**src/rtl/dds_pkg.sv**
```systemverilog
package dds_pkg;

    // extra accumulator bits beyond the operand width: one for sign, one for headroom
    localparam int ACC_GUARD = 2;

    typedef enum logic {
        RANGE_STRADDLE = 1'b0,
        RANGE_NEGATIVE = 1'b1
    } range_e;

    // decision terms that feed the step multiplexer
    typedef struct packed {
        logic sign_acc;
        logic carry_n;
        logic take_alt;
    } wrap_ctl_t;

    function automatic logic pick_alt(range_e mode, logic sign_acc, logic carry_n);
        return (mode == RANGE_NEGATIVE) ? carry_n : ~sign_acc;
    endfunction

endpackage

```
**src/rtl/dds_step_gen.sv**
```systemverilog
module dds_step_gen
    import dds_pkg::*;
#(
    parameter int W = 8
) (
    input  logic [W-1:0]             inc_n,
    input  logic [W-1:0]             mod_m,
    input  range_e                   mode,
    output logic signed [W+ACC_GUARD-1:0] add_norm,
    output logic signed [W+ACC_GUARD-1:0] add_alt,
    output logic signed [W+ACC_GUARD-1:0] neg_mod,
    output logic signed [W+ACC_GUARD-1:0] rst_val
);
    localparam int SW = W + ACC_GUARD;

    logic signed [SW-1:0] n_s;
    logic signed [SW-1:0] m_s;

    always_comb begin
        n_s      = $signed({{ACC_GUARD{1'b0}}, inc_n});
        m_s      = $signed({{ACC_GUARD{1'b0}}, mod_m});
        add_norm = n_s;
        add_alt  = n_s - m_s;
        neg_mod  = -m_s;
        rst_val  = (mode == RANGE_NEGATIVE) ? neg_mod : add_alt;
    end

endmodule

```
**src/rtl/dds_acc_core.sv**
```systemverilog
module dds_acc_core
    import dds_pkg::*;
#(
    parameter int W = 8
) (
    input  logic                          clk,
    input  logic                          rst,
    input  range_e                        mode,
    input  logic signed [W+ACC_GUARD-1:0] add_norm,
    input  logic signed [W+ACC_GUARD-1:0] add_alt,
    input  logic signed [W+ACC_GUARD-1:0] rst_val,
    output logic signed [W+ACC_GUARD-1:0] acc_q,
    output logic                          strobe_q
);
    localparam int SW = W + ACC_GUARD;

    logic signed [SW-1:0] sum_norm;
    logic signed [SW-1:0] sum_alt;
    logic signed [SW-1:0] acc_d;
    wrap_ctl_t            ctl;

    // both candidate sums are formed every cycle; the mux picks one
    always_comb begin
        sum_norm     = acc_q + add_norm;
        sum_alt      = acc_q + add_alt;
        ctl.sign_acc = acc_q[SW-1];
        ctl.carry_n  = ~sum_norm[SW-1];
        ctl.take_alt = pick_alt(mode, ctl.sign_acc, ctl.carry_n);
        acc_d        = ctl.take_alt ? sum_alt : sum_norm;
    end

    always_ff @(posedge clk) begin
        if (rst) begin
            acc_q    <= rst_val;
            strobe_q <= 1'b0;
        end else begin
            acc_q    <= acc_d;
            strobe_q <= ctl.take_alt;
        end
    end

endmodule

```
**src/rtl/dds_square_out.sv**
```systemverilog
module dds_square_out
    import dds_pkg::*;
#(
    parameter int W = 8
) (
    input  range_e                        mode,
    input  logic signed [W+ACC_GUARD-1:0] acc,
    input  logic signed [W+ACC_GUARD-1:0] add_alt,
    input  logic signed [W+ACC_GUARD-1:0] neg_mod,
    input  logic [W-1:0]                  mod_m,
    output logic                          sq
);
    localparam int SW = W + ACC_GUARD;

    logic signed [SW-1:0] lower;
    logic signed [SW-1:0] phase;
    logic        [SW-1:0] twice;
    logic        [SW-1:0] m_wide;

    always_comb begin
        lower  = (mode == RANGE_NEGATIVE) ? neg_mod : add_alt;
        phase  = acc - lower;
        twice  = {phase[SW-2:0], 1'b0};
        m_wide = {{ACC_GUARD{1'b0}}, mod_m};
        sq     = (twice >= m_wide);
    end

endmodule

```
**src/rtl/dds_modm_top.sv**
```systemverilog
module dds_modm_top
    import dds_pkg::*;
#(
    parameter int W = 8
) (
    input  logic                clk,
    input  logic                rst,
    input  logic [W-1:0]        inc_n,
    input  logic [W-1:0]        mod_m,
    input  logic                range_sel,
    output logic signed [W+1:0] acc_out,
    output logic                wrap_strobe,
    output logic                sq_out
);
    localparam int SW = W + ACC_GUARD;

    range_e               mode;
    logic signed [SW-1:0] add_norm;
    logic signed [SW-1:0] add_alt;
    logic signed [SW-1:0] neg_mod;
    logic signed [SW-1:0] rst_val;
    logic signed [SW-1:0] acc_q;

    assign mode = range_e'(range_sel);

    dds_step_gen #(.W(W)) step_i (
        .inc_n    (inc_n),
        .mod_m    (mod_m),
        .mode     (mode),
        .add_norm (add_norm),
        .add_alt  (add_alt),
        .neg_mod  (neg_mod),
        .rst_val  (rst_val)
    );

    dds_acc_core #(.W(W)) core_i (
        .clk      (clk),
        .rst      (rst),
        .mode     (mode),
        .add_norm (add_norm),
        .add_alt  (add_alt),
        .rst_val  (rst_val),
        .acc_q    (acc_q),
        .strobe_q (wrap_strobe)
    );

    dds_square_out #(.W(W)) sq_i (
        .mode    (mode),
        .acc     (acc_q),
        .add_alt (add_alt),
        .neg_mod (neg_mod),
        .mod_m   (mod_m),
        .sq      (sq_out)
    );

    assign acc_out = acc_q;

endmodule

```
**config.mk**
```make
export PLATFORM = sky130hd
export DESIGN_NAME = dds_modm_top
export DESIGN_NICKNAME = d
export VERILOG_FILES = /design/src/rtl/dds_pkg.sv /design/src/rtl/dds_step_gen.sv /design/src/rtl/dds_acc_core.sv /design/src/rtl/dds_square_out.sv /design/src/rtl/dds_modm_top.sv
export SDC_FILE = /design/constraint.sdc
export NUM_CORES = 1
export LEC_CHECK = 0
export BUFFER_PORTS_ARGS = -buffer_cell sky130_fd_sc_hd__buf_2
export CORE_MARGIN = 2
export CORE_UTILIZATION = 54
export DETAILED_ROUTE_END_ITERATION = 7
export PLACE_DENSITY = 0.85
export SLEW_MARGIN = 25
export SYNTH_ARGS = -nofsm -noshare
export SYNTH_HDL_FRONTEND = slang
export SYNTH_SLANG_ARGS = --single-unit
```
**constraint.sdc**
```tcl
create_clock -name clk -period 3.8 [get_ports clk]
set_clock_uncertainty 0.1 [all_clocks]
set_input_delay 0.38 -clock clk [delete_from_list [all_inputs] [get_ports clk]]
set_output_delay 0.38 -clock clk [all_outputs]
set_load 0.02 [all_outputs]
```
==> impl_metrics.json <==
{
  "setup_tns_ns": -0.456,
  "slew_viol_final": 0,
  "max_freq_mhz": 235,
  "root_buffer": "clkbuf_8",
  "grt_pass1_vias": 2709,
  "status": "complete, but fails checks",
  "power.density_nw_per_um2": 814,
  "cts_buffers": 3,
  "postSynthCellCount": 287,
  "ys_seq_area_share_pct": 9.50,
  "vias_per_cell": 6.40,
  "setup_viol": 1,
  "cp.arrival_ns": 3.78,
  "ys_seq_elements": 11,
  "ios": 31,
  "port_buffers": 30,
  "synth_mux_area_share_pct": 8.26,
  "grt_setup_unrepaired": "yes",
  "antenna_found_initial": 0,
  "synthArstFlopShare_pct": 0,
  "grt_pass1_wl_mm": 11.9,
  "firstDrtPassIters": 7,
  "p_sw_mw": 1.32,
  "share_comb_of_total_power_pct": 84.0,
  "tightest_slew_ns": 0.466,
  "htreeDepth": 1,
  "hold_class": "input pin to flip-flop",
  "antenna_cells": 0,
  "hold_violations": 0,
  "wl_per_cell_um": 18.9,
  "violations": "setup timing",
  "critical_path.startpoint_type": "input pin",
  "placedCellCount": 421,
  "layout_common_cells": "66 x buf_4, 37 x ha_1, 28 x buf_2, 23 x xnor2_1, 20 x nor2_1",
  "synth.net_count": 351,
  "clk_latency_ns": 0.26,
  "required_ns": 3.32,
  "cell_internal_pwr_mw": 1.29,
  "ant_nets": 0,
  "clk_pin_slew_worst_paths_ns": 0.07,
  "crit_type": "input pin to output port",
  "fin_nets": 446,
  "grt_start_max_net_pins": 16,
  "maxCapViolations": 0,
  "cts_sinks": 11,
  "drcViolationCount": 0,
  "cts_tree": "yes",
  "ctsHoldBuffers": 0,
  "synth_fa_ha_area_share_pct": 25.6,
  "instances_no_fill": 431,
  "synth-simple-area-share_pct": 16.7,
  "synth_edf_count": 0,
  "ys_types": 55,
  "grt.total_usage_pct": 30.1,
  "layout-drive-gt1-share_pct": 34.6,
  "max-slew-margin-rel_pct": 68.7,
  "synth_top_area_share_pct": 22.1,
  "synth_ff_type": "dfxtp_1",
  "post-dp-hpwl_mm": 5.57,
  "routed_wl_mm": 8.16,
  "synth_compound_area_share_pct": 22.5,
  "power_frac_seq_pct": 10.9,
  "clkPwrFrac_pct": 5.1,
  "row_count": 23,
  "ys_warn_count": 0,
  "grt_overflow": 0,
  "drt-initial-drc-count": 269,
  "layout_commonest_cell": "buf_4",
  "crit_path_max_fanout": 4,
  "dieArea_um2": 4830,
  "endpoint_kind": "output port",
  "final.min_clock_period_ns": 4.26,
  "gp_congestion": 0.946,
  "clk_path_buf_depth": 2,
  "synth_area_leader_cell": "ha_1",
  "avgSynthCellArea_um2": 8.08,
  "area_delta_synth_final_pct": 38.4,
  "p_leak_nw": 1.52,
  "p_sw_share_pct": 50.5,
  "fp.dieW_um": 69.5,
  "synth.area.top_cells": "ha_1 22%, dfxtp_1 9.5%, xnor2_1 9.1%",
  "fin_crit_sh_pct": 112,
  "core-area_um2": 4060,
  "max-vdd-ir-drop_v": 0.000479,
  "synth_xor_area_share_pct": 12.1,
  "setup_ws_ns": -0.456,
  "die_h_um": 69.5,
  "synth_top_family_by_area": "adder cells",
  "fin_util_pct": 79.1,
  "syn-cell-area_um2": 2320,
  "vias": 2759,
  "start_util_pct": 57.1
}
## synthesized netlist by cell type (all sizes together) (7+ instances only)
library cell / number
nand3: 7
o21ai: 15
xor2: 8
inv: 23
dfxtp: 11
nand2: 12
nor2: 21
nand2b: 7
xnor2: 24
a21oi: 20
ha: 41
mux2i: 18
nor2b: 8
nor3: 8
## critical path, stage by stage
cell and delay [ns]:
buf_12 0.11, inv_12 0.04, ha_4 0.19, nor2b_4 0.12, o31a_1 0.26, o21ai_1 0.15
or3b_4 0.43, a31oi_4 0.20, ha_4 0.24, and3_4 0.16, a221o_1 0.34, o41ai_2 0.36
xor2_1 0.22, xnor2_1 0.10, a2111o_1 0.32, buf_6 0.15
## flip-flops by register name (all words and copies together) (netlist names)
signal and count:
core_i.acc_q 10, core_i.strobe_q 1
## layer usage
layer / track usage (%) / part of all wire, % / vias to the layer above
met5: 0 / 0 / -
li1: - / - / 1250
met4: 17.9 / 7.6 / 0
met3: 3.92 / 6.5 / 63
met2: 55.3 / 50 / 164
met1: 32.4 / 36 / 1282
## worst paths after layout
path / slack (ns) / to / cells after the start / start
setup / recovery: -0.46 / sq_out / 16 / mod_m[1]
hold / removal: 0.46 / core_i.acc_q[5] / 2 / rst
setup reg to reg: 1.22 / core_i.acc_q[1] / 8 / core_i.acc_q[6]
hold reg to reg: 0.64 / core_i.acc_q[9] / 2 / core_i.acc_q[9]
## power groups by stage
stage	clock, mW	sequential (mW)	combinational (mW)
after detailed placement	0	0.279	1.97
final	0.133	0.284	2.19
after global placement	0	0.274	1.86
after global routing	0.137	0.293	2.39
after floorplan	0	0.307	1.38
after CTS	0.129	0.279	2.05
## area by class of cell
type | instances | area [um2]
well taps | 50 | 62.6
repair buffers | 96 | 667
clock buffers | 4 | 45.0
flip-flops and latches | 11 | 220
multi-input cells | 247 | 2110
fillers | 267 | 850
inverters | 23 | 98.8
## cells by family (layout without fill, tap and decap cells)
| kind of cell | Yosys count | after routing |
|---|---|---|
| AO/OA/AOI/OAI | 74 | 74 |
| XOR/XNOR | 32 | 32 |
| adder cells (fa/ha/maj) | 45 | 45 |
| buffers and inverters | 29 | 123 |
| flip-flops | 11 | 11 |
| multiplexers | 19 | 19 |
| AND/OR/NAND/NOR | 77 | 77 |
## through the flow
step                setup slack, ns  cell area (um2)  hold slack [ns]  power (mW)
global placement             -0.446             2980            0.592        2.13
detailed placement           -0.556             2980            0.607        2.25
CTS                          -0.306             3130            0.452        2.46
finish                       -0.456             3210            0.460        2.61
global route                 -0.546             3210            0.472        2.82
floorplan                    -0.122             2350            0.416        1.68
## what timing repair did
item | CTS | global route
setup buffers | 3 | 3
setup endpoints to repair | 1 | 1
hold endpoints to repair | 0 | 0
pin swaps | 14 | 14
gates resized for setup | 18 | 13
Power figures use the tool's default switching activity.
